**config.mk**
```make
export PLATFORM = sky130hd
export DESIGN_NAME = serialCtrlPort
export DESIGN_NICKNAME = d
export VERILOG_FILES = /design/src/rtl/scpPkg.sv /design/src/rtl/scpSync.sv /design/src/rtl/scpCtrl.sv /design/src/rtl/scpDatapath.sv /design/src/rtl/serialCtrlPort.sv
export SDC_FILE = /design/constraint.sdc
export NUM_CORES = 1
export LEC_CHECK = 0
export ABC_AREA = 1
export ABC_CLOCK_PERIOD_IN_PS = 1550
export CAP_MARGIN = 30
export CORE_MARGIN = 2
export CORE_UTILIZATION = 50
export DETAILED_ROUTE_END_ITERATION = 16
export PLACE_DENSITY = 0.84
export SYNTH_ARGS = -nofsm -noshare
export SYNTH_HDL_FRONTEND = slang
export SYNTH_SLANG_ARGS = --single-unit
```
**constraint.sdc**
```tcl
create_clock -name clk -period 1.55 [get_ports clk]
set_input_delay 0.2325 -clock clk [delete_from_list [all_inputs] [get_ports clk]]
set_output_delay 0.2325 -clock clk [all_outputs]
set_load 0.01 [all_outputs]
```
**src/rtl/scpPkg.sv**
```systemverilog
package scpPkg;
  localparam int ADDR_BITS = 8;

  localparam logic [ADDR_BITS-1:0] ADDR_WR1 = 8'h28;
  localparam logic [ADDR_BITS-1:0] ADDR_WR2 = 8'h29;
  localparam logic [ADDR_BITS-1:0] ADDR_RD  = 8'h2A;

  localparam logic [2:0] DOSEL_UNLOCK = 3'b001;
  localparam logic [2:0] DOSEL_CNTEND = 3'b010;
  localparam logic [2:0] DOSEL_IO1    = 3'b101;
  localparam logic [2:0] DOSEL_IO2    = 3'b110;

  typedef enum logic [2:0] {
    MODE_IDLE,
    MODE_WR1,
    MODE_WR2,
    MODE_RD,
    MODE_SKIP
  } modeE;

  typedef struct packed {
    logic addrShift;
    logic dataShift;
    logic latch1;
    logic latch2;
    logic outLoad;
    logic outShift;
    logic busy;
    logic inRead;
  } strobeT;
endpackage

```
**src/rtl/scpSync.sv**
```systemverilog
module scpSync #(
  parameter int WIDTH  = 1,
  parameter int STAGES = 2
) (
  input  logic             clk,
  input  logic             rstN,
  input  logic [WIDTH-1:0] d,
  output logic [WIDTH-1:0] q
);
  logic [STAGES-1:0][WIDTH-1:0] st;

  generate
    if (STAGES == 1) begin : g_one
      always_ff @(posedge clk or negedge rstN) begin
        if (!rstN) st <= '0;
        else       st <= d;
      end
    end else begin : g_chain
      always_ff @(posedge clk or negedge rstN) begin
        if (!rstN) st <= '0;
        else       st <= {st[STAGES-2:0], d};
      end
    end
  endgenerate

  assign q = st[STAGES-1];
endmodule

```
**src/rtl/scpCtrl.sv**
```systemverilog
module scpCtrl
  import scpPkg::*;
#(
  parameter int WORD_BITS = 24
) (
  input  logic                 clk,
  input  logic                 rstN,
  input  logic                 clS,
  input  logic                 ceS,
  input  logic [ADDR_BITS-1:0] addrBits,
  output strobeT               stb
);
  localparam int SAT   = WORD_BITS + 1;
  localparam int CNT_W = $clog2(SAT + 1);

  logic clPrev, cePrev;
  logic clRise, ceRise, ceFall;
  modeE mode, decMode;
  logic [CNT_W-1:0] bitCnt;
  logic isWrite, fullWord;

  assign clRise = clS & ~clPrev;
  assign ceRise = ceS & ~cePrev;
  assign ceFall = ~ceS & cePrev;

  always_comb begin
    case (addrBits)
      ADDR_WR1: decMode = MODE_WR1;
      ADDR_WR2: decMode = MODE_WR2;
      ADDR_RD:  decMode = MODE_RD;
      default:  decMode = MODE_SKIP;
    endcase
  end

  assign isWrite  = (mode == MODE_WR1) || (mode == MODE_WR2);
  assign fullWord = (bitCnt == CNT_W'(WORD_BITS));

  always_ff @(posedge clk or negedge rstN) begin
    if (!rstN) begin
      clPrev <= 1'b0;
      cePrev <= 1'b0;
      mode   <= MODE_IDLE;
      bitCnt <= '0;
    end else begin
      clPrev <= clS;
      cePrev <= ceS;
      if (ceRise)      mode <= decMode;
      else if (ceFall) mode <= MODE_IDLE;
      if (ceRise)
        bitCnt <= '0;
      else if (stb.dataShift && bitCnt != CNT_W'(SAT))
        bitCnt <= bitCnt + 1'b1;
    end
  end

  always_comb begin
    stb           = '0;
    stb.addrShift = clRise & ~ceS;
    stb.dataShift = clRise & ceS & isWrite;
    stb.latch1    = ceFall & (mode == MODE_WR1) & fullWord;
    stb.latch2    = ceFall & (mode == MODE_WR2) & fullWord;
    stb.outLoad   = ceRise & (decMode == MODE_RD);
    stb.outShift  = clRise & ceS & (mode == MODE_RD);
    stb.busy      = ceS;
    stb.inRead    = (mode == MODE_RD);
  end


  bit_cnt_bound_chk: assert property (@(posedge clk) disable iff (!rstN)
    bitCnt <= CNT_W'(SAT));


  latch_onehot_chk: assert property (@(posedge clk) disable iff (!rstN)
    $onehot0({stb.latch1, stb.latch2}));


  shift_excl_chk: assert property (@(posedge clk) disable iff (!rstN)
    $onehot0({stb.addrShift, stb.dataShift, stb.outShift}));


  idle_mode_chk: assert property (@(posedge clk) disable iff (!rstN)
    !ceS |=> mode == MODE_IDLE);
endmodule

```
**src/rtl/scpDatapath.sv**
```systemverilog
module scpDatapath
  import scpPkg::*;
#(
  parameter int WORD_BITS = 24,
  parameter int CNT_BITS  = 20
) (
  input  logic                 clk,
  input  logic                 rstN,
  input  strobeT               stb,
  input  logic                 diS,
  input  logic                 io1S,
  input  logic                 io2S,
  input  logic [1:0]           ioIsOut,
  input  logic                 lockedIn,
  input  logic                 cntDoneIn,
  input  logic [CNT_BITS-1:0]  countIn,
  input  logic [2:0]           doCtrl,
  output logic [ADDR_BITS-1:0] addrBits,
  output logic [WORD_BITS-1:0] word1,
  output logic                 word1Stb,
  output logic [WORD_BITS-1:0] word2,
  output logic                 word2Stb,
  output logic                 doOe
);
  localparam int OUT_W = CNT_BITS + 3;

  logic [WORD_BITS-1:0] dataSh;
  logic [OUT_W-1:0]     outSh;
  logic                 oeNext;

  always_ff @(posedge clk or negedge rstN) begin
    if (!rstN) begin
      addrBits <= '0;
      dataSh   <= '0;
      outSh    <= '1;
      word1    <= '0;
      word2    <= '0;
      word1Stb <= 1'b0;
      word2Stb <= 1'b0;
      doOe     <= 1'b0;
    end else begin
      if (stb.addrShift) addrBits <= {diS, addrBits[ADDR_BITS-1:1]};
      if (stb.dataShift) dataSh   <= {diS, dataSh[WORD_BITS-1:1]};
      if (stb.outLoad)
        outSh <= {io2S, io1S, lockedIn, countIn};
      else if (stb.outShift)
        outSh <= {outSh[OUT_W-2:0], 1'b1};
      if (stb.latch1) word1 <= dataSh;
      if (stb.latch2) word2 <= dataSh;
      word1Stb <= stb.latch1;
      word2Stb <= stb.latch2;
      doOe     <= oeNext;
    end
  end

  always_comb begin
    if (stb.inRead)
      oeNext = ~outSh[OUT_W-1];
    else if (stb.busy)
      oeNext = 1'b0;
    else begin
      case (doCtrl)
        DOSEL_UNLOCK: oeNext = ~lockedIn;
        DOSEL_CNTEND: oeNext = cntDoneIn;
        DOSEL_IO1:    oeNext = ~ioIsOut[0] & ~io1S;
        DOSEL_IO2:    oeNext = ~ioIsOut[1] & ~io2S;
        default:      oeNext = 1'b0;
      endcase
    end
  end


  word1_hold_chk: assert property (@(posedge clk) disable iff (!rstN)
    !stb.latch1 |=> $stable(word1));


  word2_hold_chk: assert property (@(posedge clk) disable iff (!rstN)
    !stb.latch2 |=> $stable(word2));


  out_fill_chk: assert property (@(posedge clk) disable iff (!rstN)
    stb.outShift |=> outSh[0]);


  write_release_chk: assert property (@(posedge clk) disable iff (!rstN)
    (stb.busy && !stb.inRead) |=> !doOe);


  strobe_pulse_chk: assert property (@(posedge clk) disable iff (!rstN)
    word1Stb |=> !word1Stb);
endmodule

```
**src/rtl/serialCtrlPort.sv**
```systemverilog
module serialCtrlPort
  import scpPkg::*;
#(
  parameter int WORD_BITS   = 24,
  parameter int CNT_BITS    = 20,
  parameter int SYNC_STAGES = 2
) (
  input  logic                 clk,
  input  logic                 rstN,
  input  logic                 clIn,
  input  logic                 diIn,
  input  logic                 ceIn,
  input  logic [1:0]           ioPinIn,
  input  logic [1:0]           ioIsOut,
  input  logic                 lockedIn,
  input  logic                 cntDoneIn,
  input  logic [CNT_BITS-1:0]  countIn,
  input  logic [2:0]           doCtrl,
  output logic [WORD_BITS-1:0] word1,
  output logic                 word1Stb,
  output logic [WORD_BITS-1:0] word2,
  output logic                 word2Stb,
  output logic                 doOe
);
  localparam int SYNC_W = 5;

  logic [SYNC_W-1:0]    syncQ;
  logic                 clS, diS, ceS, io1S, io2S;
  logic [ADDR_BITS-1:0] addrBits;
  strobeT               stb;

  scpSync #(.WIDTH(SYNC_W), .STAGES(SYNC_STAGES)) u_sync (
    .clk  (clk),
    .rstN (rstN),
    .d    ({ioPinIn[1], ioPinIn[0], ceIn, diIn, clIn}),
    .q    (syncQ)
  );

  assign {io2S, io1S, ceS, diS, clS} = syncQ;

  scpCtrl #(.WORD_BITS(WORD_BITS)) u_ctrl (
    .clk      (clk),
    .rstN     (rstN),
    .clS      (clS),
    .ceS      (ceS),
    .addrBits (addrBits),
    .stb      (stb)
  );

  scpDatapath #(.WORD_BITS(WORD_BITS), .CNT_BITS(CNT_BITS)) u_dp (
    .clk       (clk),
    .rstN      (rstN),
    .stb       (stb),
    .diS       (diS),
    .io1S      (io1S),
    .io2S      (io2S),
    .ioIsOut   (ioIsOut),
    .lockedIn  (lockedIn),
    .cntDoneIn (cntDoneIn),
    .countIn   (countIn),
    .doCtrl    (doCtrl),
    .addrBits  (addrBits),
    .word1     (word1),
    .word1Stb  (word1Stb),
    .word2     (word2),
    .word2Stb  (word2Stb),
    .doOe      (doOe)
  );
endmodule

```
[After elaboration in Yosys (flattened, before gate mapping)]
Cells that the tools add are included.
Cells by class
  add/sub/neg operators: 1
  equality and inequality tests: 13
  mux-type cells: 10
  bitwise operators: 23
  reductions and logical operators: 5
Operator list (count)
  2-to-1 mux 23 bit: 2
  equality test 8 x 6 -> 1 bit, second input constant: 3
  bitwise AND 1 bit: 14
  equality test 3 x 2 -> 1 bit, second input constant: 4
  2-to-1 mux 5 bit: 2
  inverter 1 bit: 9
  case mux 3 bit (3 select lines): 1
  equality test 3 x 1 -> 1 bit, second input constant: 2
  equality test 3 bit, second input constant: 2
  2-to-1 mux 3 bit: 2
  nonzero test 2 bit: 3
  adder 5 x 1 -> 5 bit, second input constant: 1
  equality test 5 bit, second input constant: 1
  inequality test 5 bit, second input constant: 1
  case mux 1 bit (4 select lines): 1
  2-to-1 mux 1 bit: 2
  logical AND 1 bit: 1
  logical OR 1 bit: 1
Storage, ports and cells
  register bits: 126
  bits of input ports: 34
  output and inout bits: 51
  word-level logic and storage cells: 66

[Longest topological paths before layout]
Gate-level depths: netlist (run 1).
  word-level depth: 7
  gate-level depth with buffers: 9
  gate-level depth less buffers: 8

[Modules after synthesis]
A second synthesis (run 1) with hierarchy kept.
Second synthesis, totals
  cell total of the unflattened synthesis: 518
  area total of the unflattened synthesis: 5255.0 sq um
Modules (own cells, without submodules)
  scpDatapath: instances 1, cells an instance 407, area an instance 4221.5 sq um, seq. area each 2681.3 sq um
  scpCtrl: instances 1, cells an instance 96, area an instance 745.7 sq um, seq. area each 250.2 sq um
  scpSync: instances 1, cells an instance 15, area an instance 287.8 sq um, seq. area each 250.2 sq um

[Worst setup path before layout (run 1)]
OpenSTA, ideal clock, no wires.
  path kind: reg-to-reg
  start point: reg u_ctrl.cePrev
  end point: reg u_dp.outSh[14]
  library setup time: 83 ps
  arrival time: 1345 ps
  required time: 1467 ps
  path slack: 122 ps
  cell stages (with the launch flop): 9
  buffers on the path: 1
  period minus slack after synthesis: 1428 ps
  cell sequence: dfrtp_1 -> inv_1 -> ha_1 -> inv_4 -> nor2_8 -> nand3_4 -> buf_6 -> nand2_1 -> nand3_1
Between the ends
  longest elaborated chain between the ends: 4
  elaborated cells on any way between the ends: 5
  classes of those cells: 1 x mux; 3 x bitwise; 1 x reduce/logical
RTL lines
  start: declaration: line scpCtrl.sv:16  | logic clPrev, cePrev;
  start signal: assignment: line scpCtrl.sv:46  | cePrev <= ceS;
  inverter 1 bit (*): line scpCtrl.sv:23  | assign ceRise = ceS & ~cePrev;
  bitwise AND 1 bit (*): line scpCtrl.sv:23
  bitwise AND 1 bit (*): line scpCtrl.sv:62  | stb.outLoad = ceRise & (decMode == MODE_RD);
  2-to-1 mux 23 bit or nonzero test 2 bit (tied branches)
  end signal: assignment: line scpDatapath.sv:45  | outSh <= {io2S, io1S, lockedIn, countIn};
  end signal: assignment: line scpDatapath.sv:47  | outSh <= {outSh[OUT_W-2:0], 1'b1};
  end: declaration: line scpDatapath.sv:28  | logic [OUT_W-1:0] outSh;
Mark *: on every way between the ends. The rest lies on a longest branch, timed or not.
A chain may end at the register's enable or synchronous reset.

[Worst setup path in the final report (run 1)]
  start point: reg u_sync.st, in the netlist u_sync.q[2]
  end point: reg u_dp.word1[10]
Between the ends
  longest elaborated chain between the ends: 4
RTL lines
  start: declaration: line scpSync.sv:10  | logic [STAGES-1:0][WIDTH-1:0] st;
  start signal: assignment: line scpSync.sv:21  | else st <= {st[STAGES-2:0], d};
  inverter 1 bit: line scpCtrl.sv:24  | assign ceFall = ~ceS & cePrev;
  bitwise AND 1 bit: line scpCtrl.sv:24
  bitwise AND 1 bit (2 in series): line scpCtrl.sv:60  | stb.latch1 = ceFall & (mode == MODE_WR1) & fullWord;
  end signal: assignment: line scpDatapath.sv:48  | if (stb.latch1) word1 <= dataSh;
  end: declaration: line scpDatapath.sv:19  | output logic [WORD_BITS-1:0] word1,
No other way between the ends.

==> flow_summary_export.csv, run 1 <==
group,metric,value,unit
setup_path,worstPathArrival,1880,ps
clock_network,cts.sinks,126,
setup_path,crit_path_end_kind,"register",
setup_path,cp_data_required_time,1950,ps
setup_path,reg2reg_depth,8,
cells_and_area,syn_to_final_growth,30.3,%
synth,yosysWarnings,0,
clock_network,numCtsBuffers,17,
drt,drt_iter0_markers,335,
sta,maxSlewViolCount,0,
clock_network,tritoncts,"done",
grt,grt-busiest-layer,"met2",
setup_path,cp-start-kind,"register",
setup_path,cp_slowest_cell,"dfrtp_1",
place,place_congestion,0.824,
setup_path,crit_path_max_fanout,19,
cells_and_area,fill_cells,831,
cells_and_area,fin_util,66.0,%
die,coreArea,10700,µm²
setup_path,path_depth,8,
cells_and_area,drive_gt1_share,13.6,%
place,port_buffers,84,
sta,worstMarginPinSlew,499,ps
setup_path,crit_family,"flip-flops",
synth,ys_seq_area_share,58.7,%
clock_network,path_clk_slew,60,ps
grt,overflow,0,
pwr,powerDensity,1180,nW/µm²
place,pre_cts_slack,77.7,ps
grt,met1_usage,29.7,%
drt,drc_errors,0,
cells_and_area,nets,739,
synth,netlist_area,5420,µm²
setup_path,critical_path.max_stage_delay,420,ps
grt,grtUsageTotal,24.0,%
pwr,peakVddDrop,0.743,mV
hold_path,min_path_cells,1,
clock_network,cts-root-buf,"clkbuf_8",
synth,ys_types,28,
die,placementRows,38,
drt,route.detailed.vias_per_inst,5.29,
flow_run,cap_violations,0,
setup_path,path_class,"reg -> reg",
setup_path,regToRegStartpoint,"u_sync.q[2]",
setup_path,path_cells,"inv_2, ha_1, nand2_1, nor2_4, nand2_4, buf_4, nand2_1, o21ai_1",
die,start_util,50.6,%
sta,finalClockSkew,6.90,ps
outcome,status,"complete, no violations",
sta,fin_ws,63.1,ps
cells_and_area,final_cell_mix,"nand2_1, dfrtp_1, inv_1, nand3_1, dlygate4sd2_1",
pwr,p_switching,2.03,mW
drt,avgRoutedWirePerCell,15.3,µm
grt,grt_max_degree,48,
cells_and_area,fin_cells,853,
pwr,pwr-share-comb,8.6,%
place,numPlacedInstances,817,
sta,setup-tns-final,0,ps
synth,ys_seq_elements,126,
pwr,p_int,6.30,mW
setup_path,rrSetupSlack,60,ps
hold_path,hold_end,"u_sync.st[1]",
cells_and_area,final_common_cell,"nand2_1",
sta,period_needed,1490,ps
hold_path,holdCritStartpoint,"diIn",
hold_path,worstHoldPathType,"in -> reg",
sta,grt_setup_unrepaired,"yes",
grt,met3_usage,6.75,%
cells_and_area,multi_input_comb_area,1830,µm²
grt,grt_pass1_wl,21500,µm
clock_network,htreeDepth,4,
sta,slew_headroom,66.6,%
die,die_x,108,µm
drt,dr.pass1.iters,5,
drt,drt-total-wl,13000,µm
synth,synth.avg_cell_area,8.97,µm²
synth,synth_nets,643,
setup_path,crit_path_frequent_cell,"nand2_1",
drt,antenna_left,0,
clock_network,cts_buffer_depth,2,
synth,synth_cells,604,
die,die_y,108,µm
grt,grt_antenna_before_repair,0,
pwr,sw_frac_of_total,24.4,%
grt,use_met2,40.6,%
sta,finalSetupViolCount,0,
sta,max_freq,673,MHz
sta,finalHoldViolations,0,
die,dieArea,11700,µm²
pwr,power_frac_clock,48.3,%
drt,vias,4514,
setup_path,r2r_end,"u_dp.word1[10]",
pwr,seq_power_share,43.1,%
cells_and_area,regArea,3180,µm²
grt,grt_pass1_vias,4475,
clock_network,clock_latency,520,ps
cells_and_area,diodes,0,
pwr,leakage,3.88,nW
die,ios,85,
setup_path,critPathBufInv,2,
place,post-dp-hpwl,8460,µm
sta,period_share,95.9,%
final cells by class:
type	instances	area share, %
Timing Repair Buffer	105	14.5
Sequential cell	126	45.1
Tap cell	140	2.48
Clock buffer	20	6.31
Clock inverter	12	2.27
Multi-Input combinational cell	387	25.9
Inverter	63	3.44
power by group through the flow:
stage | Combinational, mW | Sequential (mW) | Clock, mW
after detailed placement | 0.679 | 3.64 | 0
after floorplan | 0.386 | 3.62 | 0
after global placement | 0.642 | 3.62 | 0
after CTS | 0.697 | 3.59 | 4.06
final | 0.715 | 3.59 | 4.02
after global routing | 0.804 | 3.60 | 4.22
worst max-delay path by stage:
stage	startpoint	end	slack, ps
final	u_sync.q[2]	u_dp.word1[10]	60
after global routing	u_sync.q[2]	u_dp.word1[1]	-10
after CTS	u_ctrl.bitCnt[0]	u_ctrl.bitCnt[1]	30
after detailed placement	u_ctrl.bitCnt[0]	u_ctrl.bitCnt[1]	80
after global placement	u_sync.q[2]	u_dp.word1[12]	150
after floorplan	u_ctrl.cePrev	u_dp.outSh[14]	120
through the flow:
step           hold WS (ps)  instance area, µm²  power (mW)
6_report                154                7060        8.33
5_1_grt                 131                7060        8.63
3_5_place_dp            232                6470        4.32
3_3_place_gp            222                6470        4.27
4_1_cts                 142                7020        8.34
2_1_floorplan         -63.1                5420        4.00
cells in the mapped netlist (all sizes together):
library cell,n,area [µm²]
nand2,185,712
dfrtp,103,2580
inv,63,239
nand3,57,313
nor2,50,238
o21ai,47,235
nand4,27,169
buf,23,156
dfstp,23,604
a21oi,12,60.1
clkbuf,5,18.8
ha,5,62.6
o21bai,2,15.0
o211ai,1,7.51
xnor2,1,8.76
sequential cells by signal, summed over array words and instances (netlist names):
register,flops
u_dp.outSh,23
u_ctrl.bitCnt,5
u_dp.word1Stb,1
u_sync.st,5
u_ctrl.cePrev,1
u_dp.word2Stb,1
u_dp.word2,24
u_dp.dataSh,24
u_dp.doOe,1
u_ctrl.clPrev,1
u_sync.q,5
u_ctrl.mode,3
u_dp.addrBits,8
u_dp.word1,24
logic make-up (layout without fill, tap and decap cells):
logic type,count (synthesis),after routing,share of synthesized area [%]
adder cells (fa/ha/maj),5,5,1.16
buffers and inverters,91,200,7.65
AO/OA/AOI/OAI,62,62,5.87
flip-flops,126,126,58.7
XOR/XNOR,1,1,0.162
AND/OR/NAND/NOR,319,319,26.4
per-layer routing:
| metal | vias up | wire, µm |
|---|---|---|
| li1 | 2127 | - |
| met1 | 2192 | 5280 |
| met2 | 164 | 6730 |
| met3 | 31 | 728 |
| met4 | 0 | 269 |
| met5 | - | 0 |
what timing repair did:
action                                 in CTS  in global routing
resized for setup                          51                  6
setup buffers                               0                  3
hold buffers                                1                  0
setup endpoints to repair                  51                 41
pin swaps                                   0                  1
endpoints found under the hold margin       8                  0
(Power assumes the default switching activity.)
==> run 2, diff against run 1 <==
ABC_CLOCK_PERIOD_IN_PS = unset   (was 1550)
HOLD_SLACK_MARGIN = 0.1   (was unset)
MAX_ROUTING_LAYER = met4   (was unset)
==> run 2 against run 1 <==
  * Clock power hardly changed
  * Die area stayed put
  * Sequential share of layout area stayed put
  * Flip-flop and latch count stayed put
  * Worst setup slack worse by 4.5 ps
  * Clock skew is 0.71 ps lower
  * Power hardly changed
  * Utilization stayed put
  * Combinational power hardly changed
  * First-iteration DRC count stayed put
  * Critical path depth is 7 lower
  * Design area stayed put
  * Critical path type is now reg -> out
==> flow_summary_export.csv, run 2 (synthesized netlist as in run 1, its figures left out) <==
group,metric,value,unit
drt,drt_iter0_markers,335,
clock_network,clock_latency,520,ps
sta,finalHoldViolations,0,
drt,vias,4532,
place,post-dp-hpwl,8460,µm
setup_path,crit_path_end_kind,"output pin",
sta,whs,151,ps
setup_path,cp_slowest_cell,"dfrtp_1",
clock_network,tritoncts,"done",
die,coreArea,10700,µm²
setup_path,crit_path_max_fanout,2,
clock_network,cts.sinks,126,
setup_path,path_class,"reg -> out",
pwr,finalPower,8.33,mW
drt,antenna_left,0,
sta,finalSetupViolCount,0,
clock_network,numCtsBuffers,17,
cells_and_area,drive_gt1_share,13.6,%
clock_network,path_clk_slew,60,ps
setup_path,cp-start-kind,"register",
grt,grtUsageTotal,24.6,%
grt,grt_pass1_wl,21400,µm
sta,slew_headroom,66.6,%
flow_run,cap_violations,0,
hold_path,worstHoldPathType,"in -> reg",
drt,dr.pass1.iters,5,
grt,grt_antenna_before_repair,0,
setup_path,critPathBufInv,1,
place,numPlacedInstances,817,
die,die_x,108,µm
cells_and_area,final_cell_mix,"nand2_1, dfrtp_1, inv_1, nand3_1, dlygate4sd2_1",
grt,overflow,0,
die,ios,85,
die,placementRows,38,
outcome,status,"complete, no violations",
die,dieArea,11700,µm²
cells_and_area,syn_to_final_growth,30.3,%
clock_network,cts_buffer_depth,2,
pwr,peakVddDrop,0.741,mV
die,start_util,50.6,%
setup_path,critical_path.max_stage_delay,430,ps
drt,drc_errors,0,
grt,grt_max_degree,48,
drt,drt-total-wl,13100,µm
grt,grt_pass1_vias,4474,
cells_and_area,reg_top3,"u_dp.dataSh (24), u_dp.word1 (24), u_dp.word2 (24)",
pwr,powerDensity,1180,nW/µm²
clock_network,htreeDepth,4,
setup_path,cp_data_required_time,1320,ps
drt,avgRoutedWirePerCell,15.3,µm
die,die_y,108,µm
sta,period_share,96.2,%
sta,maxSlewViolCount,0,
cells_and_area,final_common_cell,"nand2_1",
setup_path,worstPathArrival,1260,ps
sta,grt_setup_unrepaired,"yes",
place,place_congestion,0.836,
setup_path,path_cells,"dlygate4sd2_1",
drt,route.detailed.vias_per_inst,5.31,
sta,setup-tns-final,0,ps
sta,period_needed,1490,ps
cells_and_area,diodes,0,
setup_path,crit_family,"flip-flops",
place,port_buffers,84,
cells_and_area,nets,739,
sta,finalClockSkew,6.19,ps
pwr,leakage,3.88,nW
sta,worstMarginPinSlew,500,ps
clock_network,cts-root-buf,"clkbuf_8",
sta,max_freq,671,MHz
cells_and_area,fin_cells,853,
run 2: cell counts in the layout (fill, tap and decap cells not counted):
Identical to the previous run, type by type.
run 2: timing repair:
action	in CTS	in global routing
pin swaps	0	1
setup buffers	0	3
hold endpoints to repair	124	0
gates resized for setup	51	6
hold buffers	1	0
cloned	0	0
endpoints found under the setup margin	51	41
run 2: per-layer routing:
metal | global-route usage [%] | share of wire [%] | vias up
li1 | - | - | 2133
met1 | 29.8 | 40 | 2187
met2 | 40.6 | 52 | 183
met3 | 6.39 | 6.4 | 29
met4 | 8.15 | 2.1 | 0
met5 | - | 0 | -
run 2: worst paths after layout:
kind | start | endpoint | slack (ps) | cells after the start
setup / recovery | u_dp.word2[1] | word2[1] | 60 | 1
hold / removal | ceIn | u_sync.st[2] | 150 | 1
setup reg to reg | u_sync.q[2] | u_dp.word1[1] | 70 | 8
hold reg to reg | u_sync.st[3] | u_sync.q[3] | 350 | 0
max in group asynchronous | rstN | u_dp.word2Stb | 780 | 3
min in group asynchronous | rstN | u_sync.q[3] | 210 | 2
run 2: power breakdown:
part	total [mW]	internal, mW	leakage (nW)	switching [mW]
registers	3.59	3.47	1.64	0.117
clock network	4.02	2.55	0.296	1.47
logic	0.718	0.276	1.95	0.443
run 2: cell type report:
class / count / area [µm²]
repair buffers: 105 / 1030
well taps: 140 / 175
fillers: 831 / 3640
flip-flops and latches: 126 / 3180
clock inverters: 12 / 160
multi-input cells: 387 / 1830
clock buffers: 20 / 445
inverters: 63 / 243
run 2: through the flow:
stage	utilization [%]	instance area, µm²	setup slack (ps)
2_1_floorplan	-	5420	122
3_3_place_gp	60.5	6470	153
3_5_place_dp	60.5	6470	77.7
4_1_cts	65.6	7020	33.1
5_1_grt	66.0	7060	-10.7
6_report	66.0	7060	58.6
